===== src/rtl/lvp_pkg.sv =====
package lvp_pkg;
    localparam int LUT_INPUTS = 4;
    localparam int LUT_BITS   = 1 << LUT_INPUTS;

    typedef logic [LUT_BITS-1:0]   lut_cfg_t;
    typedef logic [LUT_INPUTS-1:0] ver_t;

    typedef struct packed {
        lut_cfg_t drv;
        lut_cfg_t rcv;
    } pair_cfg_t;

    typedef enum logic [1:0] {
        SRC_NONE = 2'd0,
        SRC_LOAD = 2'd1,
        SRC_ROT  = 2'd2
    } apply_src_e;

    function automatic logic lut_read(input lut_cfg_t c, input ver_t a);
        return c[a];
    endfunction
endpackage


===== src/rtl/lvp_permute.sv =====
module lvp_permute
    import lvp_pkg::*;
#(
    parameter int LINK_INPUT = 2
) (
    input  pair_cfg_t orig,
    input  ver_t      ver,
    output pair_cfg_t enc
);
    lut_cfg_t rcv_perm;

    for (genvar i = 0; i < LUT_BITS; i++) begin : g_bit
        assign rcv_perm[i] = orig.rcv[LUT_INPUTS'(i) ^ ver];
    end

    assign enc.rcv = rcv_perm;
    assign enc.drv = ver[LINK_INPUT] ? ~orig.drv : orig.drv;
endmodule


===== src/rtl/lvp_rotator.sv =====
module lvp_rotator
    import lvp_pkg::*;
#(
    parameter int DEPTH    = 4,
    parameter int PERIOD_W = 8,
    localparam int IDX_W   = (DEPTH > 1) ? $clog2(DEPTH) : 1
) (
    input  logic                      clk,
    input  logic                      rst,
    input  logic                      restart,
    input  logic                      run,
    input  logic [PERIOD_W-1:0]       period_new,
    input  logic [IDX_W-1:0]          last_new,
    input  logic [DEPTH*LUT_INPUTS-1:0] list_new,
    output logic                      step,
    output ver_t                      step_ver
);
    logic [PERIOD_W-1:0] period_q;
    logic [PERIOD_W-1:0] cnt_q;
    logic [IDX_W-1:0]    idx_q;
    logic [IDX_W-1:0]    last_q;
    ver_t                list_q [DEPTH];

    assign step     = run && !restart && (period_q != '0) && (cnt_q == period_q - PERIOD_W'(1));
    assign step_ver = list_q[idx_q];

    always_ff @(posedge clk) begin
        if (rst) begin
            period_q <= '0;
            cnt_q    <= '0;
            idx_q    <= '0;
            last_q   <= '0;
            for (int k = 0; k < DEPTH; k++) list_q[k] <= '0;
        end else if (restart) begin
            period_q <= period_new;
            cnt_q    <= '0;
            idx_q    <= '0;
            last_q   <= last_new;
            for (int k = 0; k < DEPTH; k++) list_q[k] <= list_new[k*LUT_INPUTS +: LUT_INPUTS];
        end else if (run && (period_q != '0)) begin
            if (step) begin
                cnt_q <= '0;
                idx_q <= (idx_q == last_q) ? '0 : idx_q + IDX_W'(1);
            end else begin
                cnt_q <= cnt_q + PERIOD_W'(1);
            end
        end
    end

    AST_CNT_IN_PERIOD: assert property (@(posedge clk) disable iff (rst)
        (period_q != '0) |-> (cnt_q < period_q));
    AST_IDX_IN_LIST: assert property (@(posedge clk) disable iff (rst)
        idx_q <= last_q);
endmodule


===== src/rtl/lvp_eval.sv =====
module lvp_eval
    import lvp_pkg::*;
#(
    parameter int LINK_INPUT = 2
) (
    input  pair_cfg_t cfg,
    input  ver_t      cur_ver,
    input  ver_t      drv_addr,
    input  ver_t      rcv_addr,
    output logic      drv_out,
    output logic      rcv_out
);
    ver_t phys;

    always_comb begin
        drv_out          = lut_read(cfg.drv, drv_addr);
        phys             = rcv_addr ^ cur_ver;
        phys[LINK_INPUT] = drv_out;
        rcv_out          = lut_read(cfg.rcv, phys);
    end
endmodule


===== src/rtl/lvp_version_permuter.sv =====
module lvp_version_permuter
    import lvp_pkg::*;
#(
    parameter int PERIOD_W   = 8,
    parameter int DEPTH      = 4,
    parameter int LINK_INPUT = 2,
    localparam int IDX_W     = (DEPTH > 1) ? $clog2(DEPTH) : 1
) (
    input  logic                        clk,
    input  logic                        rst,
    input  logic                        load,
    input  logic [15:0]                 drv_orig,
    input  logic [15:0]                 rcv_orig,
    input  logic [3:0]                  ver_in,
    input  logic [3:0]                  inv_mask,
    input  logic                        rot_en,
    input  logic [PERIOD_W-1:0]         rot_period,
    input  logic [DEPTH*4-1:0]          rot_list,
    input  logic [IDX_W-1:0]            rot_last,
    input  logic [3:0]                  drv_addr,
    input  logic [3:0]                  rcv_addr,
    output logic [15:0]                 drv_cfg,
    output logic [15:0]                 rcv_cfg,
    output logic [3:0]                  cur_ver,
    output logic                        done,
    output logic                        drv_out,
    output logic                        rcv_out
);
    pair_cfg_t  orig_q, cfg_q, src_orig, enc;
    ver_t       mask_q, ver_q, next_ver, step_ver;
    logic       step, done_q;
    apply_src_e src;

    lvp_rotator #(.DEPTH(DEPTH), .PERIOD_W(PERIOD_W)) u_rot (
        .clk(clk), .rst(rst), .restart(load), .run(rot_en),
        .period_new(rot_period), .last_new(rot_last), .list_new(rot_list),
        .step(step), .step_ver(step_ver)
    );

    always_comb begin
        if (load)      src = SRC_LOAD;
        else if (step) src = SRC_ROT;
        else           src = SRC_NONE;
        if (src == SRC_LOAD) begin
            src_orig = '{drv: drv_orig, rcv: rcv_orig};
            next_ver = ver_in & inv_mask;
        end else begin
            src_orig = orig_q;
            next_ver = step_ver & mask_q;
        end
    end

    lvp_permute #(.LINK_INPUT(LINK_INPUT)) u_perm (
        .orig(src_orig), .ver(next_ver), .enc(enc)
    );

    always_ff @(posedge clk) begin
        if (rst) begin
            orig_q <= '0;
            mask_q <= '0;
            cfg_q  <= '0;
            ver_q  <= '0;
            done_q <= 1'b0;
        end else begin
            done_q <= (src != SRC_NONE);
            if (src == SRC_LOAD) begin
                orig_q <= src_orig;
                mask_q <= inv_mask;
            end
            if (src != SRC_NONE) begin
                cfg_q <= enc;
                ver_q <= next_ver;
            end
        end
    end

    lvp_eval #(.LINK_INPUT(LINK_INPUT)) u_eval (
        .cfg(cfg_q), .cur_ver(ver_q), .drv_addr(drv_addr), .rcv_addr(rcv_addr),
        .drv_out(drv_out), .rcv_out(rcv_out)
    );

    assign drv_cfg = cfg_q.drv;
    assign rcv_cfg = cfg_q.rcv;
    assign cur_ver = ver_q;
    assign done    = done_q;

    ver_t ref_addr;
    always_comb begin
        ref_addr             = rcv_addr;
        ref_addr[LINK_INPUT] = orig_q.drv[drv_addr];
    end

    AST_QUIET_HOLD: assert property (@(posedge clk) disable iff (rst)
        !done |-> ($stable(drv_cfg) && $stable(rcv_cfg)));
    AST_LOAD_DONE: assert property (@(posedge clk) disable iff (rst)
        load |=> done);
    AST_BIT0_SOURCE: assert property (@(posedge clk) disable iff (rst)
        rcv_cfg[0] == orig_q.rcv[cur_ver]);
    AST_ONES_KEPT: assert property (@(posedge clk) disable iff (rst)
        $countones(rcv_cfg) == $countones(orig_q.rcv));
    AST_FUNC_KEPT: assert property (@(posedge clk) disable iff (rst)
        rcv_out == orig_q.rcv[ref_addr]);
endmodule


===== config.mk =====
export PLATFORM = sky130hd
export DESIGN_NAME = lvp_version_permuter
export DESIGN_NICKNAME = d
export VERILOG_FILES = /design/src/rtl/lvp_pkg.sv /design/src/rtl/lvp_permute.sv /design/src/rtl/lvp_rotator.sv /design/src/rtl/lvp_eval.sv /design/src/rtl/lvp_version_permuter.sv
export SDC_FILE = /design/constraint.sdc
export NUM_CORES = 1
export LEC_CHECK = 0
export BUFFER_PORTS_ARGS = -buffer_cell sky130_fd_sc_hd__buf_2
export CAP_MARGIN = 20
export CORE_MARGIN = 5
export CORE_UTILIZATION = 55
export DETAILED_ROUTE_END_ITERATION = 8
export GPL_TIMING_DRIVEN = 0
export PLACE_DENSITY = 0.85
export SYNTH_ARGS = -nofsm -noshare
export SYNTH_HDL_FRONTEND = slang
export SYNTH_SLANG_ARGS = --single-unit
export TNS_END_PERCENT = 5

===== constraint.sdc =====
create_clock -name clk -period 3 [get_ports clk]
set_input_delay 0.15 -clock clk [delete_from_list [all_inputs] [get_ports clk]]
set_output_delay 0.15 -clock clk [all_outputs]
set_load 0.005 [all_outputs]

# Word-level counts from Yosys, hierarchy flattened
# Memory sizes are Yosys's and may differ from the RTL's. A register that Yosys moved wholly into a read port is not among the register bits.
# Cells that the tools add are included.
# word_totals
regBits	93
ram_bits	16
in_bits	78
out_inout_bits	39
word_cells	122
n_memories	1
# classes
n_addsub	3
order_cmp	18
n_eq_ne	3
mux	54
bitwise	23
n_reduce_logical	9
# memory_table
name	depth	word_bits	read_ports	rd_clocked_by_memory_dff	wr	line	source
u_rot.list_q	4	4	1	1	4	lvp_rotator.sv:22	ver_t list_q [DEPTH];
# op_table
cell	n
4-bit by 5-bit less-than comparator with 1-bit output (second input constant)	18
1-bit binary-select mux with 4-bit select	18
32-bit 2-to-1 mux	1
1-bit 2-to-1 mux	23
4-bit 2-to-1 mux	5
16-bit 2-to-1 mux	1
16-bit inverter	1
2-bit inverter	6
3-bit inverter	4
2-bit 2-to-1 mux	5
8-bit by 1-bit adder with 8-bit output (second input constant)	1
4-bit AND	2
8-bit equality test	1
8-bit 2-to-1 mux	1
8-bit nonzero test	1
8-bit by 1-bit subtractor with 8-bit output (second input constant)	1
1-bit logical AND	4
1-bit inverter	4
4-bit inverter	1
1-bit OR	4
4-bit bitwise XOR	1
2-bit by 1-bit adder with 2-bit output (second input constant)	1
2-bit by 1-bit equality test with 1-bit output (second input constant)	1
2-bit equality test	1
4 further kinds	4

# Logic depth before layout (Yosys ltp)
# logic_depth
word_depth	11
depth_mapped	11
ltp_nobuf	9

# Cells and area by module
# From an unflattened synthesis, not the netlist that was laid out.
# hier_totals
cells_unflattened	537
hier_area_um2	6080.8
# modules_own_cells
mod	n_inst	cells_per_inst	area_each_um2	seq_area_each_um2
lvp_version_permuter	1	301	2994.1	1461.4
lvp_rotator	1	161	1801.7	920.9
lvp_permute	1	58	988.4	0.0
lvp_eval	1	17	296.5	0.0

# Least setup slack after synthesis
# Ideal clock, no wire load.
# synth_timing
path_type	reg2reg
start	reg u_rot.period_q[0]
end	reg with a tool-made name
setup_ns	0.083
arrival_time_ns	2.417
required_time_ns	2.917
slack_ns	0.500
stages_incl_launch_ff	9
n_path_buf	0
synth_period_minus_slack_ns	2.500
cell_sequence	dfxtp_1 > inv_1 > ha_1 > xor2_1 > o31ai_1 > a21bo_1 > a211o_1 > or4b_1 > a31oi_1
# synth_rtl
element	line	source
start, declared	lvp_rotator.sv:18	logic [PERIOD_W-1:0] period_q;
start signal, assigned	lvp_rotator.sv:35	period_q <= period_new;

# Final worst setup path
# layout_timing
start	reg u_rot.period_q[2]
end	reg cfg_q, in the netlist rcv_cfg[8]
# layout_between
elab_chain_cells	10
elab_cells_between_ends	14
cone_classes	1 x add/sub; 2 x eq/ne; 6 x mux; 1 x bitwise; 4 x reduce/logical
# layout_rtl
element	line	source
8-bit by 1-bit subtractor with 8-bit output or 8-bit nonzero test (tied branches)	lvp_rotator.sv:24	assign step = run && !restart && (period_q != '0) && (cnt_q == period_q - PERIOD_W'(1));
8-bit equality test or 1-bit logical AND (tied branches)	lvp_rotator.sv:24	
1-bit logical AND *	lvp_rotator.sv:24	
2-bit 2-to-1 mux *	lvp_version_permuter.sv:42	else if (step) src = SRC_ROT;
2-bit 2-to-1 mux *	lvp_version_permuter.sv:41	if (load) src = SRC_LOAD;
2-bit by 1-bit equality test with 1-bit output	lvp_version_permuter.sv:44	if (src == SRC_LOAD) begin
4-bit 2-to-1 mux	lvp_version_permuter.sv:44	
1-bit inverter (no source line)	--	
1-bit binary-select mux with 4-bit select	lvp_permute.sv:13	assign rcv_perm[i] = orig.rcv[LUT_INPUTS'(i) ^ ver];
1-bit 2-to-1 mux (implied by the code)	lvp_permute.sv:13	
end signal, assigned	lvp_version_permuter.sv:71	cfg_q <= enc;
end, declared	lvp_version_permuter.sv:29	pair_cfg_t orig_q, cfg_q, src_orig, enc;
# Every way passes the cells marked *; elsewhere a longest branch is shown, timed or not. The select of a mux whose other input is x is not followed.
# A chain may end at the register's enable or synchronous reset.

==> flow_metrics.tcl <==
set metrics [dict create \
    status "complete, no violations" \
    routed_via_density 5.87 \
    placed_area_um2 6460 \
    cts_sinks 111 \
    cts_buffers 9 \
    slew_violations 0 \
    critical_path_class "flip-flop to flip-flop" \
    grt_max_degree 20 \
    worstRegToRegCells 8 \
    setup_ws_ps 136 \
    antenna_found_initial 0 \
    worstPathArrival_ps 3140 \
    grt_pass1_vias 5047 \
    final_area_um2 6690 \
    rr_startpoint "u_rot.period_q[2]" \
    area_delta_synth_final_pct 17.1 \
    power_uw 3140 \
    vias 5059 \
    synth_edf_count 16 \
    slowest_delay_ps 580 \
    critPathLaunchType "flip-flop" \
    synth_top_cell_by_area "dfxtp_1" \
    r2r_setup_slack_ps 140 \
    synth_area_um2 5710 \
    worstPathMaxFanout 10 \
    cts-root-buf "clkbuf_8" \
    syn_nets 675 \
    pin_count 117 \
    post_cts_buffers 0 \
    seq_area_frac_synth 0.417 \
    ant_nets 0 \
    drive_gt1_frac 0.255 \
    fin_crit_sh 0.955 \
    dp_hpwl_um 11900 \
    drt-total-wl_um 15600 \
    rows 37 \
    rr_endpoint "rcv_cfg[8]" \
    grt_overflow_total 0 \
    ir_drop_mv 0.325 \
    htreeDepth 3 \
    clock_latency_ps 380 \
    powerDensity_nw_per_um2 469 \
    crit_chain "or4_1, o21ai_0, a22oi_2, a41oi_4, nand2b_1, clkbuf_1, a21oi_1, a211o_1" \
    grt_pass1_wl_um 25100 \
    die_y_um 112 \
    syn_area_per_cell_um2 9.62 \
    end_kind "flip-flop" \
    clock_path_buffers 2 \
    ys_warn_count 0 \
    endpoint "rcv_cfg[8]" \
    cts_tree "done" \
    fin_skew_ps 9.56 \
    gp_congestion 0.972 \
    tightest_slew_ps 761 \
    wl_per_cell_um 18.1 \
    setup_violations 0 \
    dr_wl_met2_um 7580 \
    wl_met1_um 6400 \
    min_path_type "input port to flip-flop" \
    grt_use_total 0.245 \
    drc_errors 0 \
    start_util 0.559 \
    die_x_um 112 \
    critPathRequiredTime_ps 3280 \
    synthDominantCellAreaShare 0.333 \
    synth_cells 594 \
    drv_cap 0 \
    p_leak_uw 0.00277 \
    yosysUniqueCellTypes 55 \
    dr.pass1.iters 5 \
    ys_ff_latch 111 \
    synth_ff_type "dfxtp_1" \
    io_buffers 115 \
    yosys-top-cells-area "dfxtp_1 (33%), edfxtp_1 (8.4%), mux2i_1 (6.1%)" \
    async_reset_ff_frac 0 \
    path_clk_slew_ps 110 \
    synth.most_common_cell "dfxtp_1" \
    fp.dieArea_um2 12500 \
    antennaDiodeCount 0 \
    cp_slowest_cell "or4_1" \
    layout.nets 802 \
    hold_violations 0 \
    coreArea_um2 10200 \
    clock.fmax_mhz 349 \
    post-route-min-period_ps 2860 \
    startpoint "u_rot.period_q[2]" \
    top_layer_used "met4" \
    route.met3.wl_um 1230 \
    slew_headroom 0.493 \
    dpl_worst_slack_ps -76.5 \
    drtIter0Drc 456 \
    synth_common_cells "dfxtp_1 (95), nor2_1 (76), a211oi_1 (35), mux2i_1 (35), nand2_1 (27)" \
]
final cells by class:
| cell class | instances | area (µm²) |
|---|---|---|
| Buffer | 41 | 179 |
| Clock buffer | 10 | 128 |
| Clock inverter | 6 | 53.8 |
| Fill cell | 824 | 3540 |
| Inverter | 3 | 11.3 |
| Multi-Input combinational cell | 438 | 3170 |
| Sequential cell | 111 | 2380 |
| Tap cell | 136 | 170 |
| Timing Repair Buffer | 117 | 596 |
layer usage:
layer	vias to the layer above	global-route usage
met2	237	0.406
met5	-	0
li1	2417	-
met1	2372	0.325
met4	0	0.0825
met3	33	0.0435
cell families (layout without fill, tap and decap cells):
| group | Yosys count | in the layout | synth area share |
|---|---|---|---|
| buffers and inverters | 45 | 177 | 0.0337 |
| adders and majority gates | 3 | 3 | 0.00657 |
| AOI/OAI and AO/OA | 138 | 138 | 0.173 |
| DFF | 111 | 111 | 0.417 |
| and+or+nand+nor | 206 | 206 | 0.186 |
| muxes | 54 | 54 | 0.126 |
| xor gates and xnor gates | 37 | 37 | 0.0567 |
cell usage in the layout, fill, tap and decap left out, drive strengths merged, types with 3 or more instances in the layout:
cell type	instances
o211ai	15
edfxtp	16
mux2	5
buf	133
a21oi	24
nand4	5
xnor2	24
o21ai	15
and2	17
o22ai	13
nor2b	9
a211oi	35
or3	3
inv	7
dfxtp	95
nand2b	22
mux4	14
a211o	3
and3	3
or2	10
nand3	6
clkbuf	33
ha	3
nand3b	16
xor2	13
nor3b	3
nor3	3
mux2i	35
nor2	76
o22a	4
nand2	27
a22oi	17
a32oi	3
metrics by stage:
stage               TNS (ps)  cells  hold slack (ps)   util
floorplan                  0    594              295      -
global placement           0    845              384  0.631
detailed placement      -290    845              396  0.631
CTS                        0    863             4.42  0.651
global route           -22.6    862             11.4  0.654
finish                     0    862             8.57  0.654
worst max-delay path: cells and delay by family (launching register included):
| kind | cells | cell delay, ps |
|---|---|---|
| AO/OA/AOI/OAI | 5 | 1290 |
| flip-flops | 1 | 390 |
| buffers and inverters | 1 | 340 |
| AND/OR/NAND/NOR | 2 | 750 |
flip-flops by register name, summed over array words and instances (netlist names), 4 cells and up, named ones only:
signal and cells:
orig_q 32, drv_cfg 16, rcv_cfg 16, u_rot.list_q 16, u_rot.cnt_q 8, u_rot.period_q 8, cur_ver 4, mask_q 4
repair_timing:
item                                    4_1_cts  5_1_grt
endpoints found under the hold margin         2        0
gates resized for setup                       0        8
endpoints found under the setup margin        0       27
hold buffers                                  2        0
worst min path at each step:
| stage | startpoint | end | slack (ps) | depth (start not counted) |
|---|---|---|---|---|
| 6_report | rot_period[3] | u_rot.period_q[3] | 9 | 3 |
| 5_1_grt | rot_period[1] | u_rot.period_q[1] | 10 | 3 |
| 4_1_cts | rot_period[6] | u_rot.period_q[6] | 4 | 3 |
| 3_5_place_dp | rot_period[0] | u_rot.period_q[0] | 400 | 3 |
| 3_3_place_gp | rot_period[3] | u_rot.period_q[3] | 380 | 3 |
| 2_1_floorplan | inv_mask[0] | mask_q[0] | 290 | 2 |
power by group:
group | switching [µW] | internal (µW)
logic | 334 | 277
registers | 58.6 | 1600
clock network | 547 | 319
Note: power is estimated with default switching activity, not from simulation.
